File: src/rtl/snoop_seq_pkg.sv
package snoop_seq_pkg;

  localparam int CMD_W = 5;

  typedef enum logic [CMD_W-1:0] {
    CMD_NOP        = 5'h00,
    CMD_POST_FIRST = 5'h05,
    CMD_POST_NEXT  = 5'h06,
    CMD_POST_MEM   = 5'h09,
    CMD_SETUP_RD   = 5'h11,
    CMD_SETUP_WR   = 5'h12,
    CMD_L2_DRAIN   = 5'h14
  } bufCmdE;

  typedef enum logic [1:0] {
    L1_MISS  = 2'd0,
    L1_CLEAN = 2'd1,
    L1_DIRTY = 2'd2
  } l1ResultE;

  // Strobes from the control FSM to the datapath
  typedef struct packed {
    logic loadSnoop;
    logic loadLat;
    logic loadBeat;
    logic decCnt;
    logic cmdSetup;
    logic cmdBeat;
    logic cmdL2Wb;
    logic doInv;
  } ctrlStrobeT;

  // Status from the datapath back to the control FSM
  typedef struct packed {
    logic capWrite;
    logic capPend;
    logic cntZero;
  } dpFlagsT;

endpackage

File: src/rtl/snoop_seq_dp.sv
module snoop_seq_dp
  import snoop_seq_pkg::*;
#(
  parameter int FIRST_LAT = 3,
  parameter int BEATS     = 4,
  parameter int CNT_W     = 3
) (
  input  logic             clk,
  input  logic             rstN,
  input  ctrlStrobeT       strobe,
  input  logic             snoopIsWrite,
  input  logic [1:0]       l1Result,
  input  logic             l2Hit,
  input  logic             cpuReadPci,
  output dpFlagsT          flags,
  output logic [CMD_W-1:0] bufCmd,
  output logic             l1InvReq,
  output logic             l2InvReq
);

  localparam logic [CNT_W-1:0] LEAD_LOAD = CNT_W'(FIRST_LAT - 2);
  localparam logic [CNT_W-1:0] BEAT_LOAD = CNT_W'(BEATS - 1);

  logic             capWrite;
  logic             capL1Hit;
  logic             capL2Hit;
  logic             capPend;
  logic [CNT_W-1:0] cnt;

  // Snoop attributes captured at accept
  always_ff @(posedge clk) begin
    if (!rstN) begin
      capWrite <= 1'b0;
      capL1Hit <= 1'b0;
      capL2Hit <= 1'b0;
      capPend  <= 1'b0;
    end else if (strobe.loadSnoop) begin
      capWrite <= snoopIsWrite;
      capL1Hit <= (l1Result != L1_MISS);
      capL2Hit <= l2Hit;
      capPend  <= cpuReadPci;
    end
  end

  // Shared counter: lead-in wait, then beat count
  always_ff @(posedge clk) begin
    if (!rstN) begin
      cnt <= '0;
    end else if (strobe.loadLat) begin
      cnt <= LEAD_LOAD;
    end else if (strobe.loadBeat) begin
      cnt <= BEAT_LOAD;
    end else if (strobe.decCnt && cnt != '0) begin
      cnt <= cnt - 1'b1;
    end
  end

  assign flags.capWrite = capWrite;
  assign flags.capPend  = capPend;
  assign flags.cntZero  = (cnt == '0);

  always_comb begin
    bufCmd = CMD_NOP;
    if (strobe.cmdSetup) begin
      bufCmd = capWrite ? CMD_SETUP_WR : CMD_SETUP_RD;
    end else if (strobe.cmdBeat) begin
      if (capWrite)              bufCmd = CMD_POST_MEM;
      else if (cnt == BEAT_LOAD) bufCmd = CMD_POST_FIRST;
      else                       bufCmd = CMD_POST_NEXT;
    end else if (strobe.cmdL2Wb) begin
      bufCmd = CMD_L2_DRAIN;
    end
  end

  assign l1InvReq = strobe.doInv & capL1Hit;
  assign l2InvReq = strobe.doInv & capL2Hit;

  AST_INV_WRITE_ONLY: assert property (@(posedge clk) disable iff (!rstN)
    (l1InvReq || l2InvReq) |-> capWrite);

  AST_L2INV_PULSE: assert property (@(posedge clk) disable iff (!rstN)
    l2InvReq |=> !l2InvReq);

  AST_BEAT_NOT_SETUP: assert property (@(posedge clk) disable iff (!rstN)
    strobe.cmdBeat |-> (bufCmd != CMD_SETUP_RD && bufCmd != CMD_SETUP_WR));

endmodule

File: src/rtl/snoop_seq_ctrl.sv
module snoop_seq_ctrl
  import snoop_seq_pkg::*;
(
  input  logic       clk,
  input  logic       rstN,
  input  logic       snoopValid,
  input  logic       snoopIsWrite,
  input  logic [1:0] l1Result,
  input  logic       l2Hit,
  input  logic       l2Dirty,
  input  logic       cpuAds,
  input  logic       l2WbDone,
  input  dpFlagsT    flags,
  output ctrlStrobeT strobe,
  output logic       busy,
  output logic       cpuHold,
  output logic       cpuBackoff,
  output logic       burstRdy,
  output logic       l2WbReq
);

  typedef enum logic [2:0] {
    ST_IDLE, ST_SETUP, ST_RELEASE, ST_LEAD, ST_BEAT, ST_L2WB, ST_INV
  } stateE;

  stateE state, nxt;

  always_ff @(posedge clk) begin
    if (!rstN) state <= ST_IDLE;
    else       state <= nxt;
  end

  always_comb begin
    nxt    = state;
    strobe = '0;
    unique case (state)
      ST_IDLE: begin
        if (snoopValid) begin
          strobe.loadSnoop = 1'b1;
          if (l1Result == L1_DIRTY)
            nxt = ST_SETUP;
          else if (l2Hit && l2Dirty)
            nxt = ST_L2WB;
          else if (snoopIsWrite && (l2Hit || l1Result == L1_CLEAN))
            nxt = ST_INV;
        end
      end
      ST_SETUP: begin
        strobe.cmdSetup = 1'b1;
        nxt = ST_RELEASE;
      end
      ST_RELEASE: begin
        if (cpuAds) begin
          strobe.loadLat = 1'b1;
          nxt = ST_LEAD;
        end
      end
      ST_LEAD: begin
        if (flags.cntZero) begin
          strobe.loadBeat = 1'b1;
          nxt = ST_BEAT;
        end else begin
          strobe.decCnt = 1'b1;
        end
      end
      ST_BEAT: begin
        strobe.cmdBeat = 1'b1;
        if (flags.cntZero) nxt = flags.capWrite ? ST_INV : ST_IDLE;
        else               strobe.decCnt = 1'b1;
      end
      ST_L2WB: begin
        strobe.cmdL2Wb = 1'b1;
        if (l2WbDone) nxt = flags.capWrite ? ST_INV : ST_IDLE;
      end
      ST_INV: begin
        strobe.doInv = 1'b1;
        nxt = ST_IDLE;
      end
      default: nxt = ST_IDLE;
    endcase
  end

  assign busy       = (state != ST_IDLE);
  assign cpuHold    = (state == ST_SETUP) || (state == ST_RELEASE) ||
                      (state == ST_LEAD)  || (state == ST_BEAT);
  assign cpuBackoff = (state == ST_SETUP) && flags.capPend;
  assign burstRdy   = (state == ST_BEAT);
  assign l2WbReq    = (state == ST_L2WB);

  AST_BACKOFF_PULSE: assert property (@(posedge clk) disable iff (!rstN)
    cpuBackoff |=> !cpuBackoff);

  AST_BRDY_UNDER_HOLD: assert property (@(posedge clk) disable iff (!rstN)
    burstRdy |-> cpuHold);

  AST_IDLE_QUIET: assert property (@(posedge clk) disable iff (!rstN)
    !busy |-> (!cpuHold && !burstRdy && !l2WbReq && !cpuBackoff));

  AST_NO_L2WB_IN_L1WB: assert property (@(posedge clk) disable iff (!rstN)
    cpuHold |-> !l2WbReq);

  AST_LEAD_TO_BEAT: assert property (@(posedge clk) disable iff (!rstN)
    (state == ST_RELEASE && cpuAds) |=> !burstRdy);

endmodule

File: src/rtl/snoop_seq.sv
module snoop_seq
  import snoop_seq_pkg::*;
#(
  parameter int FIRST_LAT = 3,
  parameter int BEATS     = 4
) (
  input  logic       clk,
  input  logic       rstN,
  input  logic       snoopValid,
  input  logic       snoopIsWrite,
  input  logic [1:0] l1Result,
  input  logic       l2Hit,
  input  logic       l2Dirty,
  input  logic       cpuReadPci,
  input  logic       cpuAds,
  input  logic       l2WbDone,
  output logic       busy,
  output logic       cpuHold,
  output logic       cpuBackoff,
  output logic       burstRdy,
  output logic       l2WbReq,
  output logic       l2InvReq,
  output logic       l1InvReq,
  output logic [4:0] bufCmd
);

  // FIRST_LAT must be at least 2 (one release cycle plus lead-in)
  localparam int CNT_MAX = (FIRST_LAT > BEATS) ? FIRST_LAT : BEATS;
  localparam int CNT_W   = $clog2(CNT_MAX + 1);

  ctrlStrobeT strobe;
  dpFlagsT    flags;

  snoop_seq_ctrl uCtrl (
    .clk          (clk),
    .rstN         (rstN),
    .snoopValid   (snoopValid),
    .snoopIsWrite (snoopIsWrite),
    .l1Result     (l1Result),
    .l2Hit        (l2Hit),
    .l2Dirty      (l2Dirty),
    .cpuAds       (cpuAds),
    .l2WbDone     (l2WbDone),
    .flags        (flags),
    .strobe       (strobe),
    .busy         (busy),
    .cpuHold      (cpuHold),
    .cpuBackoff   (cpuBackoff),
    .burstRdy     (burstRdy),
    .l2WbReq      (l2WbReq)
  );

  snoop_seq_dp #(
    .FIRST_LAT (FIRST_LAT),
    .BEATS     (BEATS),
    .CNT_W     (CNT_W)
  ) uDp (
    .clk          (clk),
    .rstN         (rstN),
    .strobe       (strobe),
    .snoopIsWrite (snoopIsWrite),
    .l1Result     (l1Result),
    .l2Hit        (l2Hit),
    .cpuReadPci   (cpuReadPci),
    .flags        (flags),
    .bufCmd       (bufCmd),
    .l1InvReq     (l1InvReq),
    .l2InvReq     (l2InvReq)
  );

endmodule

File: config.mk
export PLATFORM = sky130hd
export DESIGN_NAME = snoop_seq
export DESIGN_NICKNAME = d
export VERILOG_FILES = /design/src/rtl/snoop_seq_pkg.sv /design/src/rtl/snoop_seq_dp.sv /design/src/rtl/snoop_seq_ctrl.sv /design/src/rtl/snoop_seq.sv
export SDC_FILE = /design/constraint.sdc
export NUM_CORES = 1
export LEC_CHECK = 0
export ABC_AREA = 1
export ABC_CLOCK_PERIOD_IN_PS = 1450
export BUFFER_PORTS_ARGS = -buffer_cell sky130_fd_sc_hd__buf_4
export CORE_MARGIN = 2
export CORE_UTILIZATION = 49
export CTS_CLUSTER_DIAMETER = 120
export DETAILED_ROUTE_END_ITERATION = 6
export GPL_ROUTABILITY_DRIVEN = 0
export PLACE_DENSITY = 0.75
export SYNTH_ARGS = -nofsm -noshare
export SYNTH_HDL_FRONTEND = slang
export SYNTH_SLANG_ARGS = --single-unit
File: constraint.sdc
create_clock -name clk -period 1.45 [get_ports clk]
set_input_delay 0.145 -clock clk [delete_from_list [all_inputs] [get_ports clk]]
set_output_delay 0.145 -clock clk [all_outputs]
set_load 0.005 [all_outputs]
---- Word-level counts from Yosys, hierarchy flattened ----
Cells that the tools add are included.
operators by class
  add/sub/neg operators ................... 1
  eq/ne operators ......................... 15
  multiplexer cells ....................... 31
  bitwise gates (word level) .............. 3
  reduce and logical (&&, ||, !) cells .... 19
operators with widths
  kind                                                    count
  2-to-1 mux 3 bit                                        9
  2-to-1 mux 5 bit                                        4
  case mux 3 bit (6 select lines)                         1
  2-to-1 mux 1 bit                                        13
  equality test 3 x 2 -> 1 bit (second input constant)    3
  equality test 3 bit (second input constant)             3
  nonzero test 3 bit                                      3
  2-to-1 mux 2 bit                                        4
  inequality test 2 bit (second input constant)           4
  logical NOT 3 bit                                       2
  AND reduction 6 bit                                     1
  logical AND 1 bit                                       4
  logical OR 1 bit                                        4
  inequality test 4 x 1 -> 1 bit (second input constant)  1
  nonzero test 2 bit                                      2
  OR reduction 2 bit                                      2
  equality test 3 x 1 -> 1 bit (second input constant)    1
  OR reduction 3 bit                                      1
  subtractor 3 x 1 -> 3 bit (second input constant)       1
  AND 1 bit                                               2
  equality test 2 x 1 -> 1 bit (second input constant)    1
  equality test 2 bit (second input constant)             1
  inequality test 2 x 1 -> 1 bit (second input constant)  1
  inverter 1 bit                                          1
storage, ports and cells
  bits in registers ....................... 10
  bits of input ports ..................... 11
  output and inout port bits .............. 12
  word-level logic and storage cells ...... 77

---- Depth between registers and ports, before layout ----
  depth in word-level cells ............... 8
  gate-level depth with buffers ........... 9
  depth with buffers taken out ............ 9

---- Cells and area by module ----
A second synthesis with hierarchy kept.
second synthesis, totals
  cells, all modules ...................... 143
  area total of the unflattened synthesis .. 875.8 um2
by module, submodules not included
  module          times used  cells each  area an instance (um2)
  snoop_seq_dp    1           66          444.2
  snoop_seq_ctrl  1           77          431.7

---- Worst setup path before layout ----
No wires, ideal clock.
  path type ............................... register -> register
  start ................................... reg uDp.cnt[0]
  end ..................................... reg uCtrl.state[0]
  setup time .............................. 64 ps
  arrival ................................. 1106 ps
  required time ........................... 1386 ps
  setup slack ............................. 280 ps
  cell stages (with the launch flop) ...... 10
  path buffers ............................ 0
  clock period less this slack ............ 1170 ps
  cells stage by stage .................... dfxtp_1 > inv_1 > ha_1 > nand2_1 > inv_1 > nor2_1 > nor2_1 > nand3_1 > nand2_1 > nor2_1
between the ends
  word-level cells in the longest chain between the ends .. 3
  elaborated cells between the ends (all ways) .. 4
  classes of those cells .................. 2 x eq/ne; 2 x reduce/logical
ends and longest elaborated chain
  element                                                                                   RTL line              text
  start: declaration                                                                        snoop_seq_dp.sv:28    logic [CNT_W-1:0] cnt;
  start signal: assignment                                                                  snoop_seq_dp.sv:54    cnt <= cnt - 1'b1;
  logical NOT 3 bit *                                                                       snoop_seq_dp.sv:60    assign flags.cntZero = (cnt == '0);
  inequality test 2 bit (no line) / inequality test 2 x 1 -> 1 bit (equally long branches)  --
  AND reduction 6 bit (no line) *                                                           --
  end signal: assignment                                                                    snoop_seq_ctrl.sv:30  else state <= nxt;
  end: declaration                                                                          snoop_seq_ctrl.sv:26  stateE state, nxt;
Mark *: on every way between the ends. The rest lies on a longest branch, timed or not.
A chain may end at the register's enable or synchronous reset.

---- Worst setup path in the final report ----
  start ................................... reg uCtrl.state[1]
  end ..................................... out bufCmd[0]
between the ends
  word-level cells in the longest chain between the ends .. 4
  elaborated cells between the ends (all ways) .. 6
  classes of those cells .................. 2 x eq/ne; 4 x mux
ends and longest elaborated chain
  element              RTL line              text
  equality test 3 bit  snoop_seq_ctrl.sv:36  unique case (state)
  2-to-1 mux 1 bit     snoop_seq_ctrl.sv:36
  2-to-1 mux 5 bit     snoop_seq_dp.sv:66    end else if (strobe.cmdBeat) begin
  2-to-1 mux 5 bit *   snoop_seq_dp.sv:64    if (strobe.cmdSetup) begin
  end: declaration     snoop_seq.sv:24       output logic [4:0] bufCmd
Marked as above.

==> results.md <==
- Outcome: finished clean
- Met3 usage: 3.83%
- GRT busiest layer: met2
- Period utilization: 96.7%
- Layout area overhead: 33.6%
- Largest cells by area after synthesis: dfxtp_1 (27%), nor2_1 (11%), nand2_1 (11%), inv_1 (9.0%), nand3_1 (7.3%)
- Seq/Total Area, Yosys: 26.6%
- Worst setup margin: 0.0473 ns
- Synth area leader: dfxtp_1
- CP max stage delay: 0.38 ns
- Filler Cells Inserted: 137
- Row count: 14
- Full die area: 0.00186 mm^2
- Top cell type's share of synthesized area: 26.6%
- Max FO, Critical Path: 8
- Cells after Synth: 123
- Fraction of layout instances using a drive strength above 1: 34.0%
- #FFs+latches synth: 10
- First drt pass iteration count: 4
- Mapped Area: 752 um^2
- CP most frequent cell: buf_4
- VDD IR max: 1160 uV
- Power per cell area: 1970 mW/mm^2
- Synth Area per Inst: 6.11 um^2
- Die H: 43.2 um
- Input/output buffers: 22
- CP bufs+invs: 2
- Deepest clock path buffer count: 2
- DRC: 0
- CTS tree: built
- Commonest non-fill, non-tap cell in the layout: buf_4
- Worst-Margin Slew: 0.252 ns
- Fin nets: 163
- Met2 Usage GRT: 36.7%
- Post-Route WL: 1.81 mm
- Met1 Usage GRT: 28.5%
- RSZ-0062 raised after global routing: true
- Initial antenna violation count: 0
- Yosys warns: 0
- Final-report hold violation count: 0
- Vias in the first global route: 777
- Clock sinks: 10
- Syn Nets: 137
- Worst path cell trace: buf_4 -> nor2_4 -> nand2_4 -> o22ai_2 -> buf_4
- Tmin final: 1.40 ns
- Setup TNS: 0 ns
- Core ar.: 0.00147 mm^2
- Dpl cell area: 930 um^2
- Io pins: 23
- Overflow after GRT: 0
- CTS buffer count: 3
- Critical path launch point type: flip-flop
- Final Cell Area: 0.00100 mm^2
- Worst path arrival time: 1.26 ns
- Critical path type: flip-flop to output pin
- DP HPWL: 1.42 mm
- Pre-CTS setup slack: 0.134 ns
- Die Wd: 43.2 um
- FMAX: 713 MHz
- Leading cell types in the layout, fill and taps excluded: buf_4 (23), nor2_1 (21), nand2_1 (21), inv_1 (18), nand3_1 (10)
- Worst slew margin: 83.2%
- Req. time, crit path: 1.31 ns
- GRT Overall Usage: 22.6%
- Antenna Nets Post-Route: 0
- Global-route wire length before repair: 3.19 mm
- Reg clk slew, reported paths: 0.07 ns
- Slowest-stage cell, CP: dfxtp_4
- Vias/cell: 5.23
- Initial Util: 51.1%
- CTS root buf: clkbuf_4
- Largest net degree at the start of global routing: 11
- Hold Path Class: input pin to flip-flop
- Top cell family by delay on the critical path: flip-flops
- Netlist cell types: 23
- Max Cap Viol: 0
- Worst setup EP type: output pin
- Static Leakage: 0.000525 uW
- Final Skew: 0.00485 ns
- R2R setup slack: 0.15 ns
- Worst skew pair latency: 0.27 ns
- # hold bufs at CTS: 0
- Total number of vias: 852
- Avg WL per Cell: 11.1 um
- Final Max Tran Viols: 0
- H-tree depth: 1
- Starting DRT DRC Count: 26
- # setup viols final: 0
- Diode count: 0
-- synth_stat cells, drive strengths merged --
cell type	number
nand4	1
a21oi	6
inv	21
o22ai	1
nand3	12
nand2	25
nor2	28
buf	1
a211oi	1
nor3	2
clkbuf	1
o21ai	10
dfxtp	10
a21boi	1
ha	3
-- area by class of cell --
type	instances	area, um^2	share of cell area (%)
inverter	21	81.3	8.09
tap	16	20.0	1.99
timing repair buffer	23	173	17.2
multi-input combinational	90	499	49.7
sequential	10	209	20.8
clock buffer	3	22.5	2.24
-- what timing repair did --
item | CTS | global route
resized for setup | 4 | 13
setup endpoints to repair | 3 | 9
setup buffers | 0 | 0
gates cloned | 0 | 0
pin swaps | 1 | 3
-- tightest hold or removal path: cells and delay by family --
| family | cells | cell delay [ns] |
|---|---|---|
| buffers and inverters | 1 | 0.09 |
| AND/OR/NAND/NOR | 2 | 0.10 |
-- routing by layer --
metal / wire (um) / part of all wire (%)
met4: 46 / 2.5
met2: 832 / 46
met3: 131 / 7.2
met1: 800 / 44
met5: 0 / 0
-- final timing paths --
check,from,endpoint,cells past startpoint
setup reg to reg,uDp.cnt[0],uDp.cnt[0],8
hold / removal,l1Result[0],uDp.capL1Hit,3
hold reg to reg,uDp.capL2Hit,uDp.capL2Hit,2
setup / recovery,uCtrl.state[1],bufCmd[0],5
-- metrics by stage --
step                      hold WS (ns)  util (%)  instances  total power (uW)
after floorplan                  0.270         -        123              1300
after CTS                       0.0960      65.1        163              1870
final                           0.0980      68.3        163              1980
after global routing             0.152      68.3        163              2190
after detailed placement         0.382      63.2        160              1650
after global placement           0.375      63.2        160              1630
-- state kept, by name (all words and copies together) (netlist names) --
register / flops
uCtrl.state: 3
uDp.cnt: 3
uDp.capL1Hit: 1
uDp.capL2Hit: 1
uDp.capPend: 1
uDp.capWrite: 1
-- cells by family (layout without fill, tap and decap cells) --
logic type      count (synthesis)  after routing  share of synthesized area (%)
compound gates                 19             19                           14.0
fa+ha+maj                       3              3                           4.99
buf+inv                        23             47                           12.5
flops                          10             10                           26.6
simple gates                   68             68                           41.9
-- power by group --
part | internal [uW] | total, uW | leakage, uW | switching [uW]
clock network | 96.3 | 198 | 0.0000138 | 102
registers | 393 | 509 | 0.0000839 | 117
logic | 526 | 1270 | 0.000427 | 743
No activity file was read; power rests on OpenSTA's default activity.
